===== config.mk =====
export PLATFORM = sky130hd
export DESIGN_NAME = dcount_irq
export DESIGN_NICKNAME = d
export VERILOG_FILES = /design/src/rtl/dcnt_pkg.sv /design/src/rtl/dcnt_counter.sv /design/src/rtl/dcnt_msb_edge.sv /design/src/rtl/dcnt_pending.sv /design/src/rtl/dcount_irq.sv
export SDC_FILE = /design/constraint.sdc
export NUM_CORES = 1
export LEC_CHECK = 0
export BUFFER_PORTS_ARGS = -buffer_cell sky130_fd_sc_hd__buf_4
export CORE_MARGIN = 1
export CORE_UTILIZATION = 49
export CTS_BUF_LIST = sky130_fd_sc_hd__clkbuf_16
export DETAILED_ROUTE_END_ITERATION = 12
export PLACE_DENSITY = 0.79
export SYNTH_ARGS = -nofsm -noshare
export SYNTH_HDL_FRONTEND = slang
export SYNTH_HIERARCHICAL = 1
export SYNTH_SLANG_ARGS = --single-unit

===== constraint.sdc =====
create_clock -name clk -period 2.6 [get_ports clk]
set_clock_uncertainty 0.15 [all_clocks]
set_input_delay 0 -clock clk [delete_from_list [all_inputs] [get_ports clk]]
set_output_delay 0 -clock clk [all_outputs]
set_load 0.01 [all_outputs]

===== src/rtl/dcnt_pkg.sv =====
package dcnt_pkg;

  // Source selected for the next count value
  typedef enum logic [1:0] {
    UPD_HOLD = 2'd0,
    UPD_LOAD = 2'd1,
    UPD_STEP = 2'd2
  } upd_e;

  // Rising transition of a single bit between two successive values
  function automatic logic bit_rises(input logic before_v, input logic after_v);
    return (!before_v) && after_v;
  endfunction

  // Pending-flag update: a fresh edge dominates an acknowledge
  function automatic logic pend_next(input logic cur, input logic set, input logic clr);
    return set | (cur & ~clr);
  endfunction

endpackage


===== src/rtl/dcnt_counter.sv =====
module dcnt_counter
  import dcnt_pkg::*;
#(
  parameter int W = 32
) (
  input  logic         clk,
  input  logic         rst_n,
  input  logic         ld,
  input  logic [W-1:0] ld_val,
  input  logic         step,
  output logic [W-1:0] cnt_q,
  output logic [W-1:0] cnt_d
);

  localparam logic [W-1:0] ONE = {{(W-1){1'b0}}, 1'b1};

  function automatic logic [W-1:0] step_down(input logic [W-1:0] v);
    return v - ONE;
  endfunction

  upd_e sel;

  always_comb begin
    if (ld)        sel = UPD_LOAD;
    else if (step) sel = UPD_STEP;
    else           sel = UPD_HOLD;
  end

  always_comb begin
    unique case (sel)
      UPD_LOAD: cnt_d = ld_val;
      UPD_STEP: cnt_d = step_down(cnt_q);
      default:  cnt_d = cnt_q;
    endcase
  end

  always_ff @(posedge clk or negedge rst_n) begin
    if (!rst_n) cnt_q <= '0;
    else        cnt_q <= cnt_d;
  end

  // a write lands on the next edge
  a_r2_load_lands: assert property (@(posedge clk) disable iff (!rst_n)
    ld |=> (cnt_q == $past(ld_val)));

  // one tick, one unit down
  a_r3_single_step: assert property (@(posedge clk) disable iff (!rst_n)
    (step && !ld) |=> (cnt_q == $past(cnt_q) - ONE));

  // idle holds
  a_r3_idle_hold: assert property (@(posedge clk) disable iff (!rst_n)
    (!step && !ld) |=> $stable(cnt_q));

endmodule


===== src/rtl/dcnt_msb_edge.sv =====
module dcnt_msb_edge
  import dcnt_pkg::*;
(
  input  logic cur_msb,
  input  logic nxt_msb,
  output logic rise
);

  always_comb rise = bit_rises(cur_msb, nxt_msb);

endmodule


===== src/rtl/dcnt_pending.sv =====
module dcnt_pending
  import dcnt_pkg::*;
(
  input  logic clk,
  input  logic rst_n,
  input  logic set,
  input  logic clr,
  output logic pend
);

  always_ff @(posedge clk or negedge rst_n) begin
    if (!rst_n) pend <= 1'b0;
    else        pend <= pend_next(pend, set, clr);
  end

  // acknowledge without a fresh edge empties the flag
  a_r8_ack_clears: assert property (@(posedge clk) disable iff (!rst_n)
    (clr && !set) |=> !pend);

  // a fresh edge wins over acknowledge
  a_r8_set_wins: assert property (@(posedge clk) disable iff (!rst_n)
    set |=> pend);

  // nothing but acknowledge lowers the flag
  a_r8_sticky: assert property (@(posedge clk) disable iff (!rst_n)
    (pend && !clr) |=> pend);

endmodule


===== src/rtl/dcount_irq.sv =====
module dcount_irq
  import dcnt_pkg::*;
#(
  parameter int CNT_W = 32
) (
  input  logic             clk,
  input  logic             rst_n,
  input  logic             wr_en,
  input  logic [CNT_W-1:0] wr_data,
  output logic [CNT_W-1:0] rd_data,
  input  logic             tick,
  input  logic             ext_en,
  input  logic             ack,
  output logic             irq_req
);

  localparam int MSB = CNT_W - 1;

  logic [CNT_W-1:0] cnt_q;
  logic [CNT_W-1:0] cnt_d;
  logic             msb_edge;
  logic             irq_pending;

  dcnt_counter #(.W(CNT_W)) u_cnt (
    .clk    (clk),
    .rst_n  (rst_n),
    .ld     (wr_en),
    .ld_val (wr_data),
    .step   (tick),
    .cnt_q  (cnt_q),
    .cnt_d  (cnt_d)
  );

  dcnt_msb_edge u_edge (
    .cur_msb (cnt_q[MSB]),
    .nxt_msb (cnt_d[MSB]),
    .rise    (msb_edge)
  );

  dcnt_pending u_pend (
    .clk   (clk),
    .rst_n (rst_n),
    .set   (msb_edge),
    .clr   (ack),
    .pend  (irq_pending)
  );

  always_comb rd_data = cnt_q;
  always_comb irq_req = irq_pending & ext_en;

  // tick at zero wraps to all ones and latches the flag
  a_r4_wrap_sets: assert property (@(posedge clk) disable iff (!rst_n)
    (cnt_q == '0 && tick && !wr_en) |=> (irq_pending && (&cnt_q)));

  // a falling top bit never raises the flag on its own
  a_r6_fall_quiet: assert property (@(posedge clk) disable iff (!rst_n)
    (!irq_pending && cnt_q[MSB] && !wr_en) |=> !irq_pending);

  // masking keeps the flag pending
  a_r7_masked_kept: assert property (@(posedge clk) disable iff (!rst_n)
    (!ext_en && irq_pending && !ack) |=> irq_pending);

  // reset state
  a_r1_reset_clear: assert property (@(posedge clk)
    !rst_n |-> (!irq_req && cnt_q == '0));

endmodule


==> impl_metrics.toml <==
[outcome]
status = "completed"

[place]
io_buffer_count = 70
dp_worst_setup_slack_ps = 371
hpwlAfterDp_mm = 3.55
placed_cells = 332
placed_area_um2 = 2570
gp_congestion = 0.792

[route]
ant_nets = 0
viasPerCell = 6.09
routed_wl_mm = 7.09
num_vias = 2419
avgRoutedWirePerCell_um = 17.9
drc = 0
drtIter0Drc = 292
first_pass_iters = 5

[grt]
grt_max_degree = 35
grt_pass1_wl_mm = 11.5
overflow = 0
grtUsageTotal = 0.357
grt_pass1_vias = 2336
antenna_found_initial = 0

[power]
p_int_mw = 1.25
p_leak_nw = 1.37
p_per_area_nw_per_um2 = 525
p_sw_frac = 0.280
p_switching_mw = 0.486
seqPwrFrac = 0.374
clock_power_share = 0.379
combinationalPowerShare = 0.247
ir_worst_vdd_mv = 0.355
power_mw = 1.74

[floorplan]
io_pins = 71
die_h_um = 65.3
start_util = 0.524
rows = 22
core-area_um2 = 3740
die_x_um = 65.3
die_area_um2 = 4260

[layout]
drive_gt1_frac = 0.275
insertedDiodeCount = 0
final_area_um2 = 3310
areaGrowthSynthToFinish_pct = 68.9
stdcell_count = 397
fin_util = 0.884
fin_nets = 387

[synth]
synth_flop_cell = "dfrtp_1"
synthCells = 215
ys_warn_count = 6
yosysUniqueCellTypes = 44
postSynthAreaPerCell_um2 = 9.12
yosysSeqAreaShare = 0.421
ys_ff_latch = 33
synth-edff-count = 0
synth_area_um2 = 1960
async_flop_share = 1.00
synth.net_count = 254

[clock_network]
clk_pin_slew_ps = 50
clkSinkCount = 33
ctsLongestPathBuffers = 2
htreeDepth = 2
cts_tree = "done"
cts_setup_buffers = 0
numCtsBuffers = 5
cts_root_buffer = "clkbuf_16"
clock_latency_ps = 280

[timing]
slew_headroom = 0.655
tightest_slew_ps = 513
drv_slew = 0
hold_viol_final = 0
setup_viol = 0
period_needed_ps = 2370
fmax_mhz = 423
setup_tns_ps = 0
period_share = 0.910
whs_ps = 34.5
rsz0062_at_grt = "no"
setup_ws_ps = 234

[setup_path]
startpoint = "u_cnt/cnt_q[16]"
reg2regPathDepth = 4
cp_cell_sequence = "nor4_2, nand3_1, or4_1, a31oi_1"
cp_num_cells = 4
crit_required_ps = 2650
r2r_end = "u_cnt/cnt_q[22]"
critPathSlowestCell = "or4_1"
cpLargestDelayFamily = "simple AND/OR/NAND/NOR gates"
reg2reg_from = "u_cnt/cnt_q[16]"
crit_buf_inv = 0
path_max_fanout = 12
ff2ff_setup_slack_ps = 230
startpoint_type = "flip-flop"
critical_path_arrival_ps = 2420
endpoint_kind = "flip-flop"
crit_type = "reg -> reg"
crit_end = "u_cnt/cnt_q[22]"
max_stage_delay_ps = 580

[min_path]
hold_path_depth = 2
hold_path_class = "in -> reg"

[job]
drv_cap = 0
-- logic make-up after synthesis --
| kind of cell | Yosys count | share of synthesized area |
|---|---|---|
| and+or+nand+nor | 103 | 0.315 |
| AOI/OAI and AO/OA | 50 | 0.164 |
| DFF | 33 | 0.421 |
| buffers and inverters | 14 | 0.0294 |
| xor gates and xnor gates | 13 | 0.0581 |
| muxes | 1 | 0.00574 |
| adders and majority gates | 1 | 0.00638 |
-- what timing repair did --
item / 4_1_cts / 5_1_grt
setup endpoints to repair: 0 / 1
hold buffers: 57 / 0
hold endpoints to repair: 66 / 0
gates resized for setup: 0 / 1
-- flip-flops by register name (all words and copies together), names as in the netlist --
name,count
u_pend/pend,1
u_cnt/cnt_q,32
-- worst min-delay path by stage --
stage	start	end	slack, ps
2_1_floorplan	rst_n	u_cnt/cnt_q[0]	-450
3_3_place_gp	rst_n	u_cnt/cnt_q[23]	-180
3_5_place_dp	rst_n	u_cnt/cnt_q[25]	-180
4_1_cts	wr_en	u_cnt/cnt_q[4]	6
5_1_grt	wr_en	u_cnt/cnt_q[2]	60
6_report	wr_en	u_cnt/cnt_q[2]	30
-- cells in the mapped netlist (2+ instances only) --
master     n  area (µm²)
and2_1     2        12.5
nand2_1   23        86.3
or2_2      2        12.5
or4_1     11        82.6
xnor2_1    4        35.0
o41ai_1    4        35.0
a31oi_1   16         100
inv_1      3        11.3
nand4b_1   3        26.3
nor2_1    21        78.8
dfrtp_1   33         826
xor2_1     9        78.8
o21ai_0    6        30.0
nor3_1     5        25.0
or4b_1     3        30.0
nor4_2     2        25.0
clkbuf_1   7        26.3
o31ai_1   11        82.6
nand3b_1   3        22.5
or3_1      6        37.5
nand3_1    7        35.0
nand4_1    3        18.8
o21ai_1   10        50.1
-- worst reg2reg max path, delay by kind of cell (launching register included) --
kind            cells  cell delay [ps]
simple gates        3             1540
flops               1              440
compound gates      1              170
-- power by group through the flow --
stage | clock network, mW | registers, mW | logic (mW)
3_5_place_dp | 0 | 0.650 | 0.325
5_1_grt | 0.687 | 0.658 | 0.460
6_report | 0.659 | 0.651 | 0.429
2_1_floorplan | 0 | 0.660 | 0.132
4_1_cts | 0.659 | 0.643 | 0.404
3_3_place_gp | 0 | 0.648 | 0.319
-- cells in the final DEF (no fill, tap or decap), types with 2 or more instances in the layout --
master | Yosys | layout
nand2_1 | 23 | 23
and2_1 | 2 | 2
dfrtp_1 | 33 | 33
nor2_1 | 21 | 21
nor4_2 | 2 | 2
or2_2 | 2 | 2
or4_1 | 11 | 11
nand3b_1 | 3 | 3
clkbuf_16 | 0 | 5
buf_4 | 1 | 79
clkinv_1 | 1 | 2
nand3_1 | 7 | 7
a31oi_1 | 16 | 16
o31ai_1 | 11 | 11
o41ai_1 | 4 | 4
inv_1 | 3 | 4
or3_1 | 6 | 6
dlygate4sd3_1 | 0 | 57
nor3_1 | 5 | 5
xor2_1 | 9 | 9
xnor2_1 | 4 | 4
or4b_1 | 3 | 3
o21ai_0 | 6 | 6
nand4b_1 | 3 | 3
nand4_1 | 3 | 3
o21ai_1 | 10 | 10
-- cell type report --
| type | instances | area [µm²] |
|---|---|---|
| tap | 48 | 60.1 |
| multi-input combinational | 168 | 1080 |
| fill | 174 | 433 |
| inverter | 4 | 15.0 |
| clock inverter | 3 | 37.5 |
| sequential | 33 | 826 |
| timing repair buffer | 136 | 1160 |
| clock buffer | 5 | 125 |
-- metal layers --
layer	GRT usage	wire [µm]	vias up
met1	0.463	2890	1160
met2	0.575	3440	158
met4	0.133	182	0
met3	0.0851	576	25
met5	0	0	-
li1	-	-	1076
Power figures use the tool's default switching activity.
